$ cat src/rtl/usbh_opreg_pkg.sv
package usbh_opreg_pkg;
  localparam int unsigned OFS_CMD = 0;
  localparam int unsigned OFS_STS = 4;
  localparam int unsigned OFS_IE  = 8;

  localparam int unsigned CMD_HCRST   = 1;
  localparam int unsigned CMD_FLS_LO  = 2;
  localparam int unsigned CMD_PER_EN  = 4;
  localparam int unsigned CMD_ASY_EN  = 5;
  localparam int unsigned CMD_DBELL   = 6;
  localparam int unsigned CMD_THR_LO  = 16;

  localparam int unsigned STS_AADV    = 5;
  localparam int unsigned STS_HALT    = 12;
  localparam int unsigned IE_AADV     = 5;

  localparam int unsigned THR_W       = 3;
  localparam logic [THR_W-1:0] THR_DEF = 3'd3;

  typedef struct packed {
    logic [THR_W-1:0] thr;
    logic             dbell;
    logic             asy_en;
    logic             per_en;
  } cmd_t;

  localparam cmd_t CMD_DEF = '{thr: THR_DEF, dbell: 1'b0, asy_en: 1'b0, per_en: 1'b0};
endpackage

$ cat src/rtl/usbh_hcrst_seq.sv
module usbh_hcrst_seq #(
  parameter int unsigned RST_CYCLES = 16
) (
  input  logic clk_i,
  input  logic rst_ni,
  input  logic start_i,
  output logic busy_o,
  output logic clr_o
);
  localparam int unsigned CNT_W = (RST_CYCLES > 1) ? $clog2(RST_CYCLES) : 1;
  localparam logic [CNT_W-1:0] LAST = CNT_W'(RST_CYCLES - 1);

  logic             busy_q;
  logic [CNT_W-1:0] cnt_q;

  always_ff @(posedge clk_i or negedge rst_ni) begin
    if (!rst_ni) begin
      busy_q <= 1'b0;
      cnt_q  <= '0;
    end else if (start_i) begin
      busy_q <= 1'b1;
      cnt_q  <= '0;
    end else if (busy_q) begin
      if (cnt_q == LAST) begin
        busy_q <= 1'b0;
        cnt_q  <= '0;
      end else begin
        cnt_q <= cnt_q + 1'b1;
      end
    end
  end

  assign busy_o = busy_q;
  // clear covers the start edge as well as the whole window
  assign clr_o  = start_i | busy_q;
endmodule

$ cat src/rtl/usbh_opreg_regs.sv
module usbh_opreg_regs
  import usbh_opreg_pkg::*;
(
  input  logic             clk_i,
  input  logic             rst_ni,
  input  logic             clr_i,
  input  logic             wr_cmd_i,
  input  logic             wr_sts_i,
  input  logic             wr_ie_i,
  input  logic             w_per_i,
  input  logic             w_asy_i,
  input  logic             w_dbell_i,
  input  logic [THR_W-1:0] w_thr_i,
  input  logic             w_aadv_i,
  input  logic             evict_done_i,
  output cmd_t             cmd_o,
  output logic             sts_aadv_o,
  output logic             ie_aadv_o
);
  cmd_t cmd_q;
  logic sts_q, ie_q, aadv_set;

  assign aadv_set = cmd_q.dbell & evict_done_i;

  always_ff @(posedge clk_i or negedge rst_ni) begin
    if (!rst_ni) begin
      cmd_q <= CMD_DEF;
      sts_q <= 1'b0;
      ie_q  <= 1'b0;
    end else if (clr_i) begin
      cmd_q <= CMD_DEF;
      sts_q <= 1'b0;
      ie_q  <= 1'b0;
    end else begin
      if (wr_cmd_i) begin
        cmd_q.per_en <= w_per_i;
        cmd_q.asy_en <= w_asy_i;
        cmd_q.thr    <= w_thr_i;
      end
      // only the eviction handshake may lower the doorbell
      if (aadv_set)
        cmd_q.dbell <= 1'b0;
      else if (wr_cmd_i && w_dbell_i && w_asy_i)
        cmd_q.dbell <= 1'b1;

      if (aadv_set)
        sts_q <= 1'b1;
      else if (wr_sts_i && w_aadv_i)
        sts_q <= 1'b0;

      if (wr_ie_i)
        ie_q <= w_aadv_i;
    end
  end

  assign cmd_o      = cmd_q;
  assign sts_aadv_o = sts_q;
  assign ie_aadv_o  = ie_q;
endmodule

$ cat src/rtl/usbh_irq_pacer.sv
module usbh_irq_pacer
  import usbh_opreg_pkg::*;
#(
  parameter int unsigned MAX_CODE = 6
) (
  input  logic             clk_i,
  input  logic             rst_ni,
  input  logic             clr_i,
  input  logic             tick_i,
  input  logic [THR_W-1:0] code_i,
  input  logic             pend_i,
  output logic             irq_o
);
  localparam int unsigned CNT_W = (MAX_CODE > 0) ? MAX_CODE : 1;
  localparam logic [THR_W-1:0] MAX_C = THR_W'(MAX_CODE);
  localparam logic [CNT_W-1:0] ONES  = '1;

  logic [THR_W-1:0] code_eff;
  logic [CNT_W-1:0] lim, cnt_q;
  logic             bound, irq_q;
  int unsigned      sh;

  always_comb begin
    code_eff = (code_i > MAX_C) ? MAX_C : code_i;
    sh       = CNT_W - int'(code_eff);
    lim      = ONES >> sh;
  end

  // >= keeps a shrunk threshold from running the counter to wrap
  assign bound = tick_i && (cnt_q >= lim);

  always_ff @(posedge clk_i or negedge rst_ni) begin
    if (!rst_ni) begin
      cnt_q <= '0;
      irq_q <= 1'b0;
    end else if (clr_i) begin
      cnt_q <= '0;
      irq_q <= 1'b0;
    end else begin
      if (tick_i)
        cnt_q <= bound ? '0 : cnt_q + 1'b1;
      if (!pend_i)
        irq_q <= 1'b0;
      else if (bound)
        irq_q <= 1'b1;
    end
  end

  assign irq_o = irq_q;
endmodule

$ cat src/rtl/usbh_opreg_top.sv
module usbh_opreg_top
  import usbh_opreg_pkg::*;
#(
  parameter int unsigned ADDR_W     = 4,
  parameter int unsigned DATA_W     = 32,
  parameter int unsigned RST_CYCLES = 16,
  parameter int unsigned MAX_CODE   = 6
) (
  input  logic              clk_i,
  input  logic              rst_ni,
  input  logic              we_i,
  input  logic [ADDR_W-1:0] addr_i,
  input  logic [DATA_W-1:0] wdata_i,
  output logic [DATA_W-1:0] rdata_o,
  input  logic              uframe_i,
  input  logic              evict_done_i,
  output logic              evict_req_o,
  output logic              async_en_o,
  output logic              periodic_en_o,
  output logic              hc_reset_o,
  output logic              irq_o
);
  localparam logic [ADDR_W-1:0] A_CMD = ADDR_W'(OFS_CMD);
  localparam logic [ADDR_W-1:0] A_STS = ADDR_W'(OFS_STS);
  localparam logic [ADDR_W-1:0] A_IE  = ADDR_W'(OFS_IE);

  logic wr_cmd, wr_sts, wr_ie, start, busy, clr;
  logic sts_aadv, ie_aadv;
  logic unused_wdata;
  cmd_t cmd;

  assign wr_cmd = we_i && (addr_i == A_CMD);
  assign wr_sts = we_i && (addr_i == A_STS);
  assign wr_ie  = we_i && (addr_i == A_IE);
  assign start  = wr_cmd && wdata_i[CMD_HCRST] && !busy;
  assign unused_wdata = ^wdata_i;

  usbh_hcrst_seq #(.RST_CYCLES(RST_CYCLES)) u_rst (
    .clk_i  (clk_i),
    .rst_ni (rst_ni),
    .start_i(start),
    .busy_o (busy),
    .clr_o  (clr)
  );

  usbh_opreg_regs u_regs (
    .clk_i       (clk_i),
    .rst_ni      (rst_ni),
    .clr_i       (clr),
    .wr_cmd_i    (wr_cmd),
    .wr_sts_i    (wr_sts),
    .wr_ie_i     (wr_ie),
    .w_per_i     (wdata_i[CMD_PER_EN]),
    .w_asy_i     (wdata_i[CMD_ASY_EN]),
    .w_dbell_i   (wdata_i[CMD_DBELL]),
    .w_thr_i     (wdata_i[CMD_THR_LO +: THR_W]),
    .w_aadv_i    (wdata_i[STS_AADV]),
    .evict_done_i(evict_done_i),
    .cmd_o       (cmd),
    .sts_aadv_o  (sts_aadv),
    .ie_aadv_o   (ie_aadv)
  );

  usbh_irq_pacer #(.MAX_CODE(MAX_CODE)) u_irq (
    .clk_i (clk_i),
    .rst_ni(rst_ni),
    .clr_i (clr),
    .tick_i(uframe_i),
    .code_i(cmd.thr),
    .pend_i(sts_aadv && ie_aadv),
    .irq_o (irq_o)
  );

  always_comb begin
    rdata_o = '0;
    unique case (addr_i)
      A_CMD: begin
        rdata_o[CMD_HCRST]            = busy;
        rdata_o[CMD_FLS_LO +: 2]      = 2'b00;
        rdata_o[CMD_PER_EN]           = cmd.per_en;
        rdata_o[CMD_ASY_EN]           = cmd.asy_en;
        rdata_o[CMD_DBELL]            = cmd.dbell;
        rdata_o[CMD_THR_LO +: THR_W]  = cmd.thr;
      end
      A_STS: begin
        rdata_o[STS_AADV] = sts_aadv;
        rdata_o[STS_HALT] = busy;
      end
      A_IE:    rdata_o[IE_AADV] = ie_aadv;
      default: rdata_o = '0;
    endcase
  end

  assign evict_req_o   = cmd.dbell;
  assign async_en_o    = cmd.asy_en;
  assign periodic_en_o = cmd.per_en;
  assign hc_reset_o    = busy;
endmodule

$ cat config.mk
export PLATFORM = sky130hd
export DESIGN_NAME = usbh_opreg_top
export DESIGN_NICKNAME = d
export VERILOG_FILES = /design/src/rtl/usbh_opreg_pkg.sv /design/src/rtl/usbh_hcrst_seq.sv /design/src/rtl/usbh_opreg_regs.sv /design/src/rtl/usbh_irq_pacer.sv /design/src/rtl/usbh_opreg_top.sv
export SDC_FILE = /design/constraint.sdc
export NUM_CORES = 1
export LEC_CHECK = 0
export ABC_CLOCK_PERIOD_IN_PS = 7570
export BUFFER_PORTS_ARGS = -buffer_cell sky130_fd_sc_hd__buf_4
export CAP_MARGIN = 40
export CORE_MARGIN = 2
export CORE_UTILIZATION = 48
export DETAILED_ROUTE_END_ITERATION = 16
export GPL_TIMING_DRIVEN = 1
export HOLD_SLACK_MARGIN = 0.02
export PLACE_DENSITY_LB_ADDON = 0.15
export SETUP_SLACK_MARGIN = 0.1
export SYNTH_ARGS = -nofsm -noshare
export SYNTH_HDL_FRONTEND = slang
export SYNTH_SLANG_ARGS = --single-unit
$ cat constraint.sdc
create_clock -name clk_i -period 7.57 [get_ports clk_i]
set_input_delay 1.514 -clock clk_i [delete_from_list [all_inputs] [get_ports clk_i]]
set_output_delay 1.514 -clock clk_i [all_outputs]
set_load 0.01 [all_outputs]
* Yosys cells after proc, flatten, opt, wreduce, memory -nomap -nowiden *
Cells that the tools add are included.

cells by class
  mux-type cells = 28
  order comparisons = 2
  reduce and logical (&&, ||, !) cells = 18
  $add $sub $neg = 3
  shifts and indexed selects = 1
  equality and inequality tests = 4
  bitwise gates (word level) = 2

operator list
  cell                                                                number
  6-bit by 32-bit >> shifter with 6-bit output, first input constant  1
  6-bit 2-to-1 mux                                                    4
  4-bit 2-to-1 mux                                                    4
  1-bit 2-to-1 mux                                                    15
  1-bit logical AND                                                   10
  3-bit 2-to-1 mux                                                    3
  4-bit == test, second input constant                                2
  2-bit nonzero test                                                  4
  6-bit by 1-bit adder with 6-bit output, second input constant       1
  6-bit >= comparator                                                 1
  3-bit nonzero test                                                  2
  4-bit by 1-bit adder with 4-bit output, second input constant       1
  4-bit by 3-bit == test with 1-bit output, second input constant     1
  4-bit logical NOT                                                   1
  3-bit by 3-bit subtractor with 4-bit output, first input constant   1
  3-bit > comparator, second input constant                           1
  3-bit != test, second input constant                                1
  1-bit case mux with 3 select lines                                  1
  2-bit 2-to-1 mux                                                    1
  1-bit AND                                                           1
  1-bit logical NOT                                                   1
  1-bit OR                                                            1

storage, ports and cells
  logic and storage cells = 68
  input port bits = 41
  output and inout bits = 37
  register bits after elaboration = 20

* Logic depth before layout (Yosys ltp) *
Gate-level depths: netlist (run 1).

  depth after elaboration = 9
  depth in mapped cells = 13

* Cells and area by module *
Synthesis (run 1) repeated with hierarchy kept, for this count alone.

second synthesis, totals
  cell total of the unflattened synthesis = 155
  area total of the unflattened synthesis = 1457.6 µm²

modules (own cells, without submodules)
  module           times used  seq. area each (µm²)  cells each  area an instance (µm²)
  usbh_irq_pacer   1           175.2                 60          554.3
  usbh_opreg_regs  1           202.7                 28          346.6
  usbh_opreg_top   1           0.0                   44          322.8
  usbh_hcrst_seq   1           125.1                 23          234.0

* Worst setup path before layout (run 1) *
No wires, ideal clock.

  kind = input port to output port
  from = input addr_i[1]
  to = output rdata_o[16]
  buffers on the path = 0
  stages = 2
  arrival = 2.184 ns
  path slack = 3.872 ns
  cells stage by stage = nor4_1 > and2_1

between the ends
  word-level cells in the longest chain between the ends = 2

ends and longest elaborated chain
  item               line                  text
  from (decl)        usbh_opreg_top.sv:12  input logic [ADDR_W-1:0] addr_i,
  4-bit logical NOT  usbh_opreg_top.sv:76  unique case (addr_i)
  3-bit 2-to-1 mux   usbh_opreg_top.sv:76
  to (decl)          usbh_opreg_top.sv:14  output logic [DATA_W-1:0] rdata_o,

No other way between the ends.

* Final worst setup path (run 1) *
  from = input addr_i[1]
  to = output rdata_o[6]

between the ends
  word-level cells in the longest chain between the ends = 2

ends and longest elaborated chain
  item               line
  4-bit logical NOT  usbh_opreg_top.sv:76
  1-bit 2-to-1 mux   usbh_opreg_top.sv:76

No other way between the ends.

==> key figures, run 1 <==
Run status
  • Status: finished, final reports clean

Worst setup path
  • Crit end category: output pin
  • Slowest stage cell, crit path: nor4_1
  • Critical path type: input pin to output pin
  • Most common cell on crit path: buf_4
  • Critical path's largest stage delay: between 700 and 800 ps
  • WP data arrival: roughly 2700 ps
  • Worst-path fanout max: 6
  • Bufs and invs on worst path: 2
  • Crit-path cells: buf_4, nor4_1, and2_1, buf_4
  • WP data required: 6060 ps
  • Worst setup SP type: input pin
  • Crit path max-delay family: simple AND/OR/NAND/NOR gates
  • R2R Setup Slk: ~4700 ps

Clock tree
  • Post-CTS sizing: 0
  • Clock buffer depth: 2
  • CTS Sinks: 20
  • Reg clk slew, reported paths: between 100 and 150 ps
  • H-tree depth: 1
  • Clk_lat worst skew: 310 ps
  • Clock root buffer master: clkbuf_4
  • Post-CTS Setup Bufs: 0
  • Hold_buf cts: 0
  • TritonCTS clock tree: done
  • CTS Buf Count: 3

STA
  • Hold_ws: approximately 550 ps
  • Worst Max-Slew Pin Slew: around 800 ps
  • Final setup fails: 0
  • FMAX: around 240 MHz
  • Setup_tns: 0 ps
  • Headroom to the max-slew limit: 0.460
  • Final hold viol count: 0
  • Fin. max-slew vios: 0
  • Setup Skew: 6.54 ps
  • Unrepaired setup endpoints after global routing: false
  • Final min period: about 4200 ps
  • Final period utilization: 0.558

Layout
  • Commonest non-fill, non-tap cell in the layout: buf_4
  • Area delta synth->final: 13.0%
  • Commonest cells after routing, fill and taps aside: buf_4, conb_1, dfrtp_1
  • Share of cells above drive strength 1: 0.220
  • Final #Nets: roughly 240
  • Antenna diode count: 0
  • Fin util: 0.559
  • Final Non-Filler Cells: 224

Synth
  • Top cells by area, synth: dfrtp_1, buf_4, ha_1
  • Post-synth top area share: 0.306
  • Post-Syn Area: ~0.0015 mm^2
  • Syn_area_per_cell: 8.98 um^2
  • Post-synth EDFFs: 0
  • Synth Instances: 164
  • Netlist cell types: 44
  • Sequential-to-total area share from yosys stat: 0.342
  • Async S/R FF share, synth: 1.00
  • #FFs+latches synth: 20
  • Most used DFF post-synth: dfrtp_1
  • Area leader, netlist: dfrtp_1
  • Synth warnings: 0

Global route
  • Largest net degree at the start of global routing: 21
  • Global-route wire length before repair: 5.04 mm
  • Initial antenna violation count: 0
  • Vias in the first global route: 1085
  • Global Route Usage Sum: 0.188
  • Total congestion overflow: 0

Route
  • Antenna viol nets, final: 0
  • DRT Wirelength: roughly 2.9 mm
  • Routed wire per std cell: about 13 um
  • Pre-antenna DRT Iters: 4
  • DR vias/cell: 5.16
  • Residual DRC count: 0
  • Via Count: roughly 1.2k
  • Starting DRT DRC Count: 24

Worst hold path
  • Tightest Hold Check Type: register to register

Pwr
  • Max VDD drop: 0.138 mV
  • Pwr Density: about 210 mW/mm^2
  • Leak pwr: 0.857 nW

Floorplanning
  • # IOs: 78
  • Die width: between 50 and 60 um
  • Core area: a little under 0.003 mm^2
  • Die Ht: slightly below 60 um
  • Core Rows: 20
  • Starting density of the core: 0.495
  • DIE AREA: ~0.0035 mm^2

Job
  • MaxCap Viol Count: 0

Place
  • Placed cells: 220
  • HPWL Detailed: approximately 2.2 mm
  • Gp weighted congestion: a little over 0.8
  • Port bufs: 28
==> state kept, by name, indices dropped and copies added (netlist names) <==
| register | count |
|---|---|
| u_irq.cnt_q | 6 |
| u_regs.cmd_o | 6 |
| u_rst.cnt_q | 4 |
| u_irq.irq_o | 1 |
| u_regs.ie_aadv_o | 1 |
| u_regs.sts_aadv_o | 1 |
| u_rst.busy_o | 1 |
==> Yosys cell counts, types with 2 or more instances <==
cell      count
a211oi_1      4
a21o_1        4
a21oi_1       6
a22o_1        2
and2_1        7
buf_4        25
clkbuf_1      3
dfrtp_1      18
dfstp_2       2
ha_1         10
inv_1         5
mux2i_1       2
nand2_1      15
nand2b_1      2
nand3_1       5
nand3b_1      2
nor2_1       12
nor3_1        4
nor3b_1       3
o21ai_0       5
o21bai_1      2
or3b_1        2
or3b_2        2
xor2_1        2
==> cell type report <==
type / count / area [um^2]
multi-input cells: 134 / 838
inverters: 5 / 18.8
clock inverters: 1 / 30.0
fillers: 280 / 1310
flip-flops and latches: 20 / 503
clock buffers: 3 / 22.5
repair buffers: 28 / 210
well taps: 33 / 41.3
==> routing by layer <==
metal,part of all wire,GRT usage,up-vias
met3,0.048,0.0306,5
li1,-,-,579
met2,0.52,0.311,35
met5,0,0,-
met4,0.015,0.0779,0
met1,0.42,0.244,536
==> worst min-delay path: stages (launching register included) <==
cell and delay, ps:
dfrtp_1 380, a21oi_1 70, nor2_1 80
==> kinds of logic (layout without fill, tap and decap cells) <==
logic type / after synthesis / after routing / share of synthesized area
flops: 20 / 20 / 0.342
compound gates: 32 / 32 / 0.157
other cells: 1 / 24 / 0.00255
mux: 3 / 3 / 0.0212
simple gates: 62 / 62 / 0.227
xor+xnor: 3 / 3 / 0.0178
fa+ha+maj: 10 / 10 / 0.0850
buf+inv: 33 / 37 / 0.148
==> report_power, final <==
group          switching (mW)  internal [mW]  total [mW]
Clock                  0.0350         0.0536      0.0886
Combinational          0.0557         0.0474       0.103
Sequential             0.0304          0.126       0.156
==> final timing paths <==
check,startpoint,end,cells after the start
hold reg to reg,u_regs.cmd_o[0]$_DFFE_PN0P_,u_regs.cmd_o[0]$_DFFE_PN0P_,2
setup reg to reg,u_regs.cmd_o[4]$_DFFE_PN1P_,u_irq.cnt_q[1]$_DFFE_PN0P_,13
min in group asynchronous,rst_ni,u_irq.cnt_q[5]$_DFFE_PN0P_,1
setup / recovery,addr_i[1],rdata_o[6],4
hold / removal,u_regs.cmd_o[0]$_DFFE_PN0P_,u_regs.cmd_o[0]$_DFFE_PN0P_,2
max in group asynchronous,rst_ni,u_regs.cmd_o[3]$_DFFE_PN1P_,1
==> per-stage QoR <==
stage | setup slack (ps) | power, mW | area (um^2)
after global placement | 3400 | 0.253 | 1610
final | 3350 | 0.348 | 1660
after floorplan | 3870 | 0.236 | 1560
after detailed placement | 3310 | 0.261 | 1610
after CTS | 3300 | 0.351 | 1660
after global routing | 3220 | 0.375 | 1660
Power figures use the tool's default switching activity.
==> run 2: changes to the inputs <==
- ABC_CLOCK_PERIOD_IN_PS: 7570 -> 4200
- CORE_UTILIZATION: 48 -> 45
- clock period: 7.57 -> 4.2 ns (I/O delays scaled with it)
==> run 2 against run 1 <==
  * Via count increased by 1.6%
  * Global-route usage down 1.6 points
  * Utilization fell by 1.4 points
  * Worst setup slack worse by 2100 ps
  * Critical path type is now register to register
  * Highest routed layer unchanged
==> key figures, run 2 (same netlist as run 1, synthesis figures left out) <==
Clock tree
  • Post-CTS Setup Bufs: 0
  • Clock root buffer master: clkbuf_4
  • Clk_lat worst skew: 310 ps
  • Hold_buf cts: 0
  • Post-CTS sizing: 0
  • Clock buffer depth: 2
  • TritonCTS clock tree: done
  • Reg clk slew, reported paths: 130 ps
  • H-tree depth: 1
  • CTS Buf Count: 3
  • CTS Sinks: 20

Floorplanning
  • Starting density of the core: 0.478
  • Core Rows: 20
  • Die Ht: between 60 and 70 um
  • Core area: roughly 0.0031 mm^2
  • Die width: a little over 60 um
  • DIE AREA: 0.00375 mm^2
  • # IOs: 78

Pwr
  • P_sw: 0.218 mW
  • Max VDD drop: about 0.25 mV
  • Pwr Density: about 370 mW/mm^2
  • Logic pwr share: 0.297
  • Sw frac: 0.348
  • Share of power burned in registers: 0.445
  • Leak pwr: 0.857 nW
  • Clock network power share: 0.258
  • Internal: around 0.41 mW

Worst setup path
  • Critical path's largest stage delay: 590 ps
  • Crit path max-delay family: compound AO/OA/AOI/OAI gates
  • Critical path type: register to register
  • Worst-path fanout max: 7
  • WP data arrival: between 3000 and 4000 ps
  • Crit-path cells: nand2_1, nand2_1, inv_1, ha_1, xor2_1, inv_1, nand2_1, ha_1, or3b_1, o2111ai_1, a31oi_2, a211oi_1, a21o_2
  • Slowest stage cell, crit path: dfstp_2
  • Bufs and invs on worst path: 2
  • WP data required: 4470 ps
  • Most common cell on crit path: nand2_1
  • Crit end category: register
  • Worst setup SP type: register

Global route
  • Initial antenna violation count: 0
  • Vias in the first global route: 1038
  • Global-route wire length before repair: around 4.7 mm
  • Global Route Usage Sum: 0.172
  • Total congestion overflow: 0
  • Largest net degree at the start of global routing: 21

Run status
  • Status: finished, final reports clean

STA
  • Setup_tns: 0 ps
  • Final setup fails: 0
  • Final period utilization: 0.694
  • Unrepaired setup endpoints after global routing: false
  • Worst Max-Slew Pin Slew: approximately 850 ps
  • Final min period: 2910 ps
  • Final hold viol count: 0
  • Setup Skew: approximately 15 ps
  • Headroom to the max-slew limit: 0.431
  • FMAX: approximately 340 MHz
  • Hold_ws: between 300 and 400 ps
  • Fin. max-slew vios: 0

Route
  • Routed wire per std cell: 12.4 um
  • Via Count: approximately 1.2k
  • Pre-antenna DRT Iters: 4
  • DR vias/cell: 4.99
  • Antenna viol nets, final: 0
  • DRT Wirelength: 2.91 mm
  • Residual DRC count: 0
  • Starting DRT DRC Count: 43

Layout
  • Commonest cells after routing, fill and taps aside: buf_4, conb_1, dfrtp_1
  • Final #Nets: between 200 and 250
  • Final Non-Filler Cells: about 240
  • Register area: just over 500 um^2
  • Number of fill cells: between 300 and 400
  • Antenna diode count: 0
  • Share of cells above drive strength 1: 0.220
  • Area of the multi-input gates: between 800 and 900 um^2
  • Commonest non-fill, non-tap cell in the layout: buf_4
  • Fin util: 0.545
  • Area delta synth->final: 13.9%

Place
  • Port bufs: 28
  • HPWL Detailed: approximately 2.2 mm
  • Gp weighted congestion: around 0.83
  • Placed cells: between 200 and 250

Job
  • MaxCap Viol Count: 0

Worst hold path
  • Tightest Hold Check Type: input pin to async pin
-- run 2: cell counts in the layout (fill, tap and decap cells not counted) --
Identical to the previous run, type by type.
-- run 2: per-layer routing --
metal  up-vias  wire, um  GRT usage
li1        576         -          -
met1       565      1330      0.228
met2        28      1430      0.272
met3         4       116     0.0399
met4         0        31     0.0683
met5         -         0          0
-- run 2: worst paths after layout --
| kind | start | to | slack, ps | cells after the start |
|---|---|---|---|---|
| setup / recovery | u_regs.cmd_o[4]$_DFFE_PN1P_ | u_irq.cnt_q[2]$_DFFE_PN0P_ | 1290 | 13 |
| hold / removal | rst_ni | u_regs.cmd_o[0]$_DFFE_PN0P_ | 380 | 1 |
| setup reg to reg | u_regs.cmd_o[4]$_DFFE_PN1P_ | u_irq.cnt_q[2]$_DFFE_PN0P_ | 1290 | 13 |
| hold reg to reg | u_regs.cmd_o[3]$_DFFE_PN1P_ | u_regs.cmd_o[3]$_DFFE_PN1P_ | 560 | 2 |
| max in group asynchronous | rst_ni | u_regs.cmd_o[3]$_DFFE_PN1P_ | 3560 | 1 |
| min in group clk_i | u_regs.cmd_o[3]$_DFFE_PN1P_ | u_regs.cmd_o[3]$_DFFE_PN1P_ | 560 | 2 |
-- run 2: stage by stage --
step / instance area (um^2) / worst slack, ps / total power, mW
final: 1680 / 1290 / 0.627
after CTS: 1680 / 1280 / 0.631
after floorplan: 1560 / 1640 / 0.425
after global routing: 1680 / 1000 / 0.676
after global placement: 1630 / 1360 / 0.456
after detailed placement: 1630 / 1320 / 0.466
-- run 2: area by class of cell --
class	count	area share
multi-input combinational	134	0.500
clock buffer	3	0.0134
clock inverter	1	0.0179
tap	44	0.0328
sequential	20	0.300
timing repair buffer	28	0.125
inverter	5	0.0112
-- run 2: power groups by stage --
stage          logic [mW]  registers (mW)  clock network (mW)
6_report            0.186           0.279               0.162
5_1_grt             0.216           0.287               0.173
3_5_place_dp        0.185           0.282                   0
4_1_cts             0.186           0.279               0.167
3_3_place_gp        0.175           0.281                   0
2_1_floorplan       0.158           0.266                   0
